## src/rtl/scanq_pkg.sv

```systemverilog
package scanq_pkg;
  typedef struct packed {
    logic ptrClear;
    logic ptrStep;
    logic capPtr;
    logic capZero;
  } seqStrobes_t;

  localparam logic [1:0] REG_TRIG  = 2'd0;
  localparam logic [1:0] REG_QADDR = 2'd1;
  localparam logic [1:0] REG_QDATA = 2'd2;
  localparam logic [1:0] REG_QLEN  = 2'd3;
endpackage

```

## src/rtl/scanq_ctrl.sv

```systemverilog
module scanq_ctrl
  import scanq_pkg::*;
(
  input  logic        clk,
  input  logic        rstN,
  input  logic        wrEn,
  input  logic [1:0]  wrAddr,
  input  logic        acqStart,
  input  logic        acqStop,
  input  logic        convStrobe,
  input  logic        convDone,
  input  logic        listOk,
  output seqStrobes_t strobes,
  output logic        convStart,
  output logic        busy,
  output logic        acqActive,
  output logic        listError
);
  logic startReq, stepNow, swNow;

  always_comb begin
    startReq = acqStart & ~acqStop;
    stepNow  = acqActive & convStrobe & ~busy & ~startReq & ~acqStop;
    swNow    = wrEn & (wrAddr == REG_TRIG) & ~acqActive & ~busy;
    strobes.ptrClear = startReq & listOk;
    strobes.ptrStep  = stepNow;
    strobes.capPtr   = stepNow;
    strobes.capZero  = swNow;
  end

  always_ff @(posedge clk) begin
    if (!rstN) begin
      acqActive <= 1'b0;
      listError <= 1'b0;
      busy      <= 1'b0;
      convStart <= 1'b0;
    end else begin
      if (acqStop)       acqActive <= 1'b0;
      else if (startReq) acqActive <= listOk;

      if (acqStop)                  listError <= 1'b0;
      else if (startReq && !listOk) listError <= 1'b1;

      if (stepNow || swNow) busy <= 1'b1;
      else if (convDone)    busy <= 1'b0;

      convStart <= stepNow | swNow;
    end
  end
endmodule

```

## src/rtl/scanq_data.sv

```systemverilog
module scanq_data
  import scanq_pkg::*;
#(
  parameter int DEPTH = 256,
  parameter int CHW   = 3,
  parameter int RNGW  = 4
) (
  input  logic            clk,
  input  logic            rstN,
  input  logic            wrEn,
  input  logic [1:0]      wrAddr,
  input  logic [7:0]      wrData,
  input  seqStrobes_t     strobes,
  output logic            listOk,
  output logic [CHW-1:0]  muxChan,
  output logic [RNGW-1:0] rangeCode
);
  localparam int IDXW = (DEPTH > 1) ? $clog2(DEPTH) : 1;
  localparam int ENTW = CHW + RNGW;
  localparam int RNGLSB = 4;

  logic [ENTW-1:0] qMem [DEPTH];
  logic [IDXW-1:0] qIdx, lenM1, ptr;
  logic            badBelow;

  always_ff @(posedge clk) begin
    if (!rstN) begin
      for (int i = 0; i < DEPTH; i++) qMem[i] <= '0;
      qIdx  <= '0;
      lenM1 <= '0;
    end else if (wrEn) begin
      case (wrAddr)
        REG_QADDR: qIdx  <= wrData[IDXW-1:0];
        REG_QDATA: qMem[qIdx] <= {wrData[RNGLSB +: RNGW], wrData[CHW-1:0]};
        REG_QLEN:  lenM1 <= wrData[IDXW-1:0];
        default: ;
      endcase
    end
  end

  always_comb begin
    badBelow = 1'b0;
    for (int i = 0; i < DEPTH; i++) begin
      if ((i <= int'(lenM1)) && (qMem[i][0] != i[0])) badBelow = 1'b1;
    end
    listOk = (lenM1 == '0) || (lenM1[0] && !badBelow);
  end

  always_ff @(posedge clk) begin
    if (!rstN) begin
      ptr <= '0;
    end else if (strobes.ptrClear) begin
      ptr <= '0;
    end else if (strobes.ptrStep) begin
      ptr <= (ptr == lenM1) ? '0 : ptr + 1'b1;
    end
  end

  always_ff @(posedge clk) begin
    if (!rstN) begin
      muxChan   <= '0;
      rangeCode <= '0;
    end else if (strobes.capPtr) begin
      {rangeCode, muxChan} <= qMem[ptr];
    end else if (strobes.capZero) begin
      {rangeCode, muxChan} <= qMem[0];
    end
  end
endmodule

```

## src/rtl/scan_queue_seq.sv

```systemverilog
module scan_queue_seq
  import scanq_pkg::*;
#(
  parameter int DEPTH = 256,
  parameter int CHW   = 3,
  parameter int RNGW  = 4
) (
  input  logic            clk,
  input  logic            rstN,
  input  logic            wrEn,
  input  logic [1:0]      wrAddr,
  input  logic [7:0]      wrData,
  input  logic            acqStart,
  input  logic            acqStop,
  input  logic            convStrobe,
  input  logic            convDone,
  output logic [CHW-1:0]  muxChan,
  output logic [RNGW-1:0] rangeCode,
  output logic            convStart,
  output logic            busy,
  output logic            acqActive,
  output logic            listError
);
  seqStrobes_t strobes;
  logic        listOk;

  scanq_ctrl u_ctrl (
    .clk(clk), .rstN(rstN), .wrEn(wrEn), .wrAddr(wrAddr),
    .acqStart(acqStart), .acqStop(acqStop), .convStrobe(convStrobe),
    .convDone(convDone), .listOk(listOk), .strobes(strobes),
    .convStart(convStart), .busy(busy), .acqActive(acqActive),
    .listError(listError)
  );

  scanq_data #(.DEPTH(DEPTH), .CHW(CHW), .RNGW(RNGW)) u_data (
    .clk(clk), .rstN(rstN), .wrEn(wrEn), .wrAddr(wrAddr), .wrData(wrData),
    .strobes(strobes), .listOk(listOk), .muxChan(muxChan),
    .rangeCode(rangeCode)
  );
endmodule

```

## config.mk

```make
export PLATFORM = sky130hd
export DESIGN_NAME = scan_queue_seq
export DESIGN_NICKNAME = d
export VERILOG_FILES = /design/src/rtl/scanq_pkg.sv /design/src/rtl/scanq_ctrl.sv /design/src/rtl/scanq_data.sv /design/src/rtl/scan_queue_seq.sv
export SDC_FILE = /design/constraint.sdc
export NUM_CORES = 2
export LEC_CHECK = 0
export BUFFER_PORTS_ARGS = -buffer_cell sky130_fd_sc_hd__buf_2
export CAP_MARGIN = 10
export CORE_MARGIN = 8
export CORE_UTILIZATION = 55
export DETAILED_ROUTE_END_ITERATION = 6
export HOLD_SLACK_MARGIN = 0.05
export PLACE_DENSITY = 0.7
export SYNTH_ARGS = -nofsm -noshare
export SYNTH_HDL_FRONTEND = slang
export SYNTH_HIERARCHICAL = 1
export SYNTH_SLANG_ARGS = --single-unit
export TNS_END_PERCENT = 20
```

## constraint.sdc

```tcl
create_clock -name clk -period 6.5 [get_ports clk]
set_input_delay 0.975 -clock clk [delete_from_list [all_inputs] [get_ports clk]]
set_output_delay 0.975 -clock clk [all_outputs]
set_load 0.005 [all_outputs]
```

==> metrics.txt <==
RSZ-0062 raised after global routing no; ys async rst share 0%; leakage 33.46 nW; die width 418.2 um; CTS Root Cell clkbuf_16; final period utilization 79.72%; start point of the worst min-delay path convDone; Worst Setup Start Kind flip-flop; Crit Path Max Fanout 32; worst hold slack 0.4250 ns; setup TNS 0 ns; Reg clk slew, reported paths 0.06 ns; nets 6,359; layout cell share with drive strength beyond 1 13.95%; Max VDD drop 291.1 uV; area of the multi-input gates 0.03200 sq mm; Slew headroom 1.300%; Cells after Synth 6,545; Crit Path Category reg -> reg; Overall Power 25.79 mW; # setup viols final 0; Worst-Skew Late Latency 0.85 ns; Syn Area/Cell 13.59 sq um; Core ar. 0.1606 sq mm; Final Non-Filler Cells 8,672; Vias 57,168; RR Endpoint u_data/ptr[3]$_SDFFE_PP0P_; cts hold-fix bufs 0; post-cts sizing count 0; CP peak stage delay 0.92 ns; minimum clock period 5.182 ns; Num CTS Buffers 186; Worst Hold Path EP u_ctrl/busy$_SDFFE_PN0P_; Final Hold Viols 0; sequential element share of the synthesized area 61.46%; PortBufs 27; CP delay by family, top simple AND/OR/NAND/NOR gates; gpl congestion 1.079; hold crit path type in -> reg; failing checks capacitance limit; FF-to-FF setup slack 1.32 ns; YS warnings 6; layout filler cell count 12,072; Buf/Inv on CP 3; DRT iter0 DRCs 7,609; setup bufs post-CTS 0; cell mode on critical path nor4_1; initial antenna violation count 35; number of cells after detailed placement 8,302; pin count of the biggest net entering global routing 147; worst reg2reg path startpoint u_data/lenM1[4]$_SDFFE_PN0P_; post-DR wirelength/cell 34.10 um; Fmax 193.0 MHz; slew at the pin with the worst max-slew slack 1.472 ns; Net Count, Synth 6,563; Mapped Area 0.08895 sq mm; outcome finished, violations left; H-tree levels 4; die height 418.2 um; Global Route Usage Sum 33.24%; Crit. End Element flip-flop; worst r2r path cells 14; wirelength, routed 295.7 mm; CTS tree yes; top_reg_cell synth edfxtp_1; crit path DAT 5.89 ns; clock sink count 1,835; vias in the first global route 54,771; Power Density 265.0 mW/mm^2; Area Overhead vs Synth 9.414%; row cnt 147; Detailed Place HPWL 207.7 mm; EDFF count, synth 1,792; clock tree buffer depth 3; max-slew violation count 0; top-level I/O count 28; CP Data Required Time 7.21 ns; max cap viols 1; DRT Pass-1 Iters 6; clk_skew 0.02903 ns; cell breakdown of the critical path buf_12 > or4_1 > a311oi_1 > o22ai_1 > nor4_1 > buf_4 > o211ai_1 > nor4_1 > nand4_1 > o21ai_1 > inv_1 > nor3b_1 > nand3b_1 > nor2_1; Hold Path Depth 3; # DRC 0; Seq cells post-synth 1,835; Reg area 0.05470 sq mm; Vias/cell 6.592; count of cell types in the netlist 88; CP max-delay cell nor4_1; global-route wire length before repair 416.0 mm; ANT nets after route 0; Die Area 0.1749 sq mm; total gr overflow 0; initial core utilization 55.40%
-- state kept, by name (all words and copies together) (netlist names), named ones only --
| register | flops |
|---|---|
| u_ctrl/busy | 1 |
| u_data/qIdx | 8 |
| u_data/rangeCode | 4 |
| u_ctrl/acqActive | 1 |
| u_data/qMem | 1792 |
| u_data/ptr | 8 |
| u_ctrl/listError | 1 |
| u_ctrl/convStart | 1 |
| u_data/lenM1 | 8 |
| u_data/muxChan | 3 |
-- cells in the final DEF, fill, tap and decap left out, types with 41 or more instances in the layout --
cell and n:
a211oi_1 116, a21oi_1 95, a22oi_1 43, and2_1 1802, buf_4 131, clkbuf_16 186, clkinv_1 47, edfxtp_1 1792
mux2i_1 182, mux4_2 398, nand2_1 112, nand3_1 78, nor2_1 341, nor2b_1 77, nor3_1 41, o21ai_0 344
o22ai_1 58
-- cells by family after synthesis --
group                      Yosys count  synth area share (%)
DFF                               1835                 61.46
muxes                              593                 12.29
buffers and inverters              598                 2.691
and+or+nand+nor                   2651                 17.35
AOI/OAI and AO/OA                  847                 5.988
adders and majority gates            6               0.07033
xor gates and xnor gates            15                0.1477
-- through the flow --
| step | util (%) | worst slack, ns | cell area, sq um |
|---|---|---|---|
| floorplan | - | 3.254 | 88950 |
| global placement | 56.62 | 1.667 | 90920 |
| detailed placement | 56.62 | 1.739 | 90920 |
| CTS | 60.55 | 1.700 | 97220 |
| global route | 60.59 | 1.412 | 97290 |
| finish | 60.62 | 1.318 | 97330 |
-- how the worst max path moves through the flow --
stage                                 startpoint                    endpoint  slack [ns]  cells after the start
floorplan           u_data/lenM1[1]$_SDFFE_PN0P_                   flip-flop        3.25                     14
global placement    u_data/lenM1[4]$_SDFFE_PN0P_                   flip-flop        1.67                     14
detailed placement  u_data/lenM1[4]$_SDFFE_PN0P_                   flip-flop        1.74                     14
CTS                 u_data/lenM1[4]$_SDFFE_PN0P_  u_data/ptr[3]$_SDFFE_PP0P_        1.70                     14
global route        u_data/lenM1[4]$_SDFFE_PN0P_  u_data/ptr[7]$_SDFFE_PP0P_        1.41                     14
finish              u_data/lenM1[4]$_SDFFE_PN0P_  u_data/ptr[3]$_SDFFE_PP0P_        1.32                     14
-- Yosys cell counts, types with 13 or more instances --
cell type	n	area (sq um)
nand3_1	85	425.4
o211ai_1	14	105.1
clkbuf_1	428	1607
a31oi_1	23	143.9
dfxtp_1	43	860.8
buf_2	80	400.4
nand2b_1	32	200.2
o21ai_0	344	1722
a2111oi_0	16	140.1
nor2b_1	80	500.5
nor3_1	41	205.2
mux4_2	398	8964
mux2i_1	182	1822
mux2_2	13	146.4
a221oi_1	13	113.9
a41oi_1	16	140.1
and2_1	1802	11270
nor4_1	24	150.1
or4_1	16	120.1
nor2_1	342	1284
a22oi_1	43	322.8
nand3b_1	16	120.1
nand2_1	125	469.2
edfxtp_1	1792	53810
a21oi_1	95	475.5
buf_1	51	191.4
a211oi_1	117	878.3
nand4_1	28	175.2
o22ai_1	58	362.9
inv_1	27	101.4
-- layout make-up --
type / instances / share of cell area [%]
flip-flops and latches: 1835 / 56.20
multi-input cells: 4112 / 32.88
clock buffers: 217 / 4.912
well taps: 2160 / 2.777
clock inverters: 125 / 1.561
repair buffers: 178 / 1.525
inverters: 28 / 0.1080
diodes: 17 / 0.04371
-- report_power, final --
part / internal [mW] / leakage, nW / switching, mW
Combinational: 0.302 / 11.6 / 0.781
Sequential: 13.3 / 18.8 / 0.284
Clock: 6.38 / 3.04 / 4.69
Total: 20.0 / 33.5 / 5.76
-- per-layer routing --
metal | global-route usage, % | vias to the layer above | part of all wire [%]
met5 | 0 | - | 0.024
met4 | 13.00 | 10 | 4.4
met3 | 8.450 | 598 | 11
met2 | 50.33 | 3224 | 45
met1 | 46.56 | 29412 | 40
li1 | - | 23924 | -
-- worst reg2reg max path: stages, from the launching register on --
cell and delay, ns:
dfxtp_2 0.58, buf_12 0.32, or4_1 0.72, a311oi_1 0.43
o22ai_1 0.14, nor4_1 0.92, buf_4 0.24, o211ai_1 0.10
nor4_1 0.31, nand4_1 0.19, o21ai_1 0.29, inv_1 0.10
nor3b_1 0.26, nand3b_1 0.33, nor2_1 0.13
Note: power is estimated with default switching activity, not from simulation.
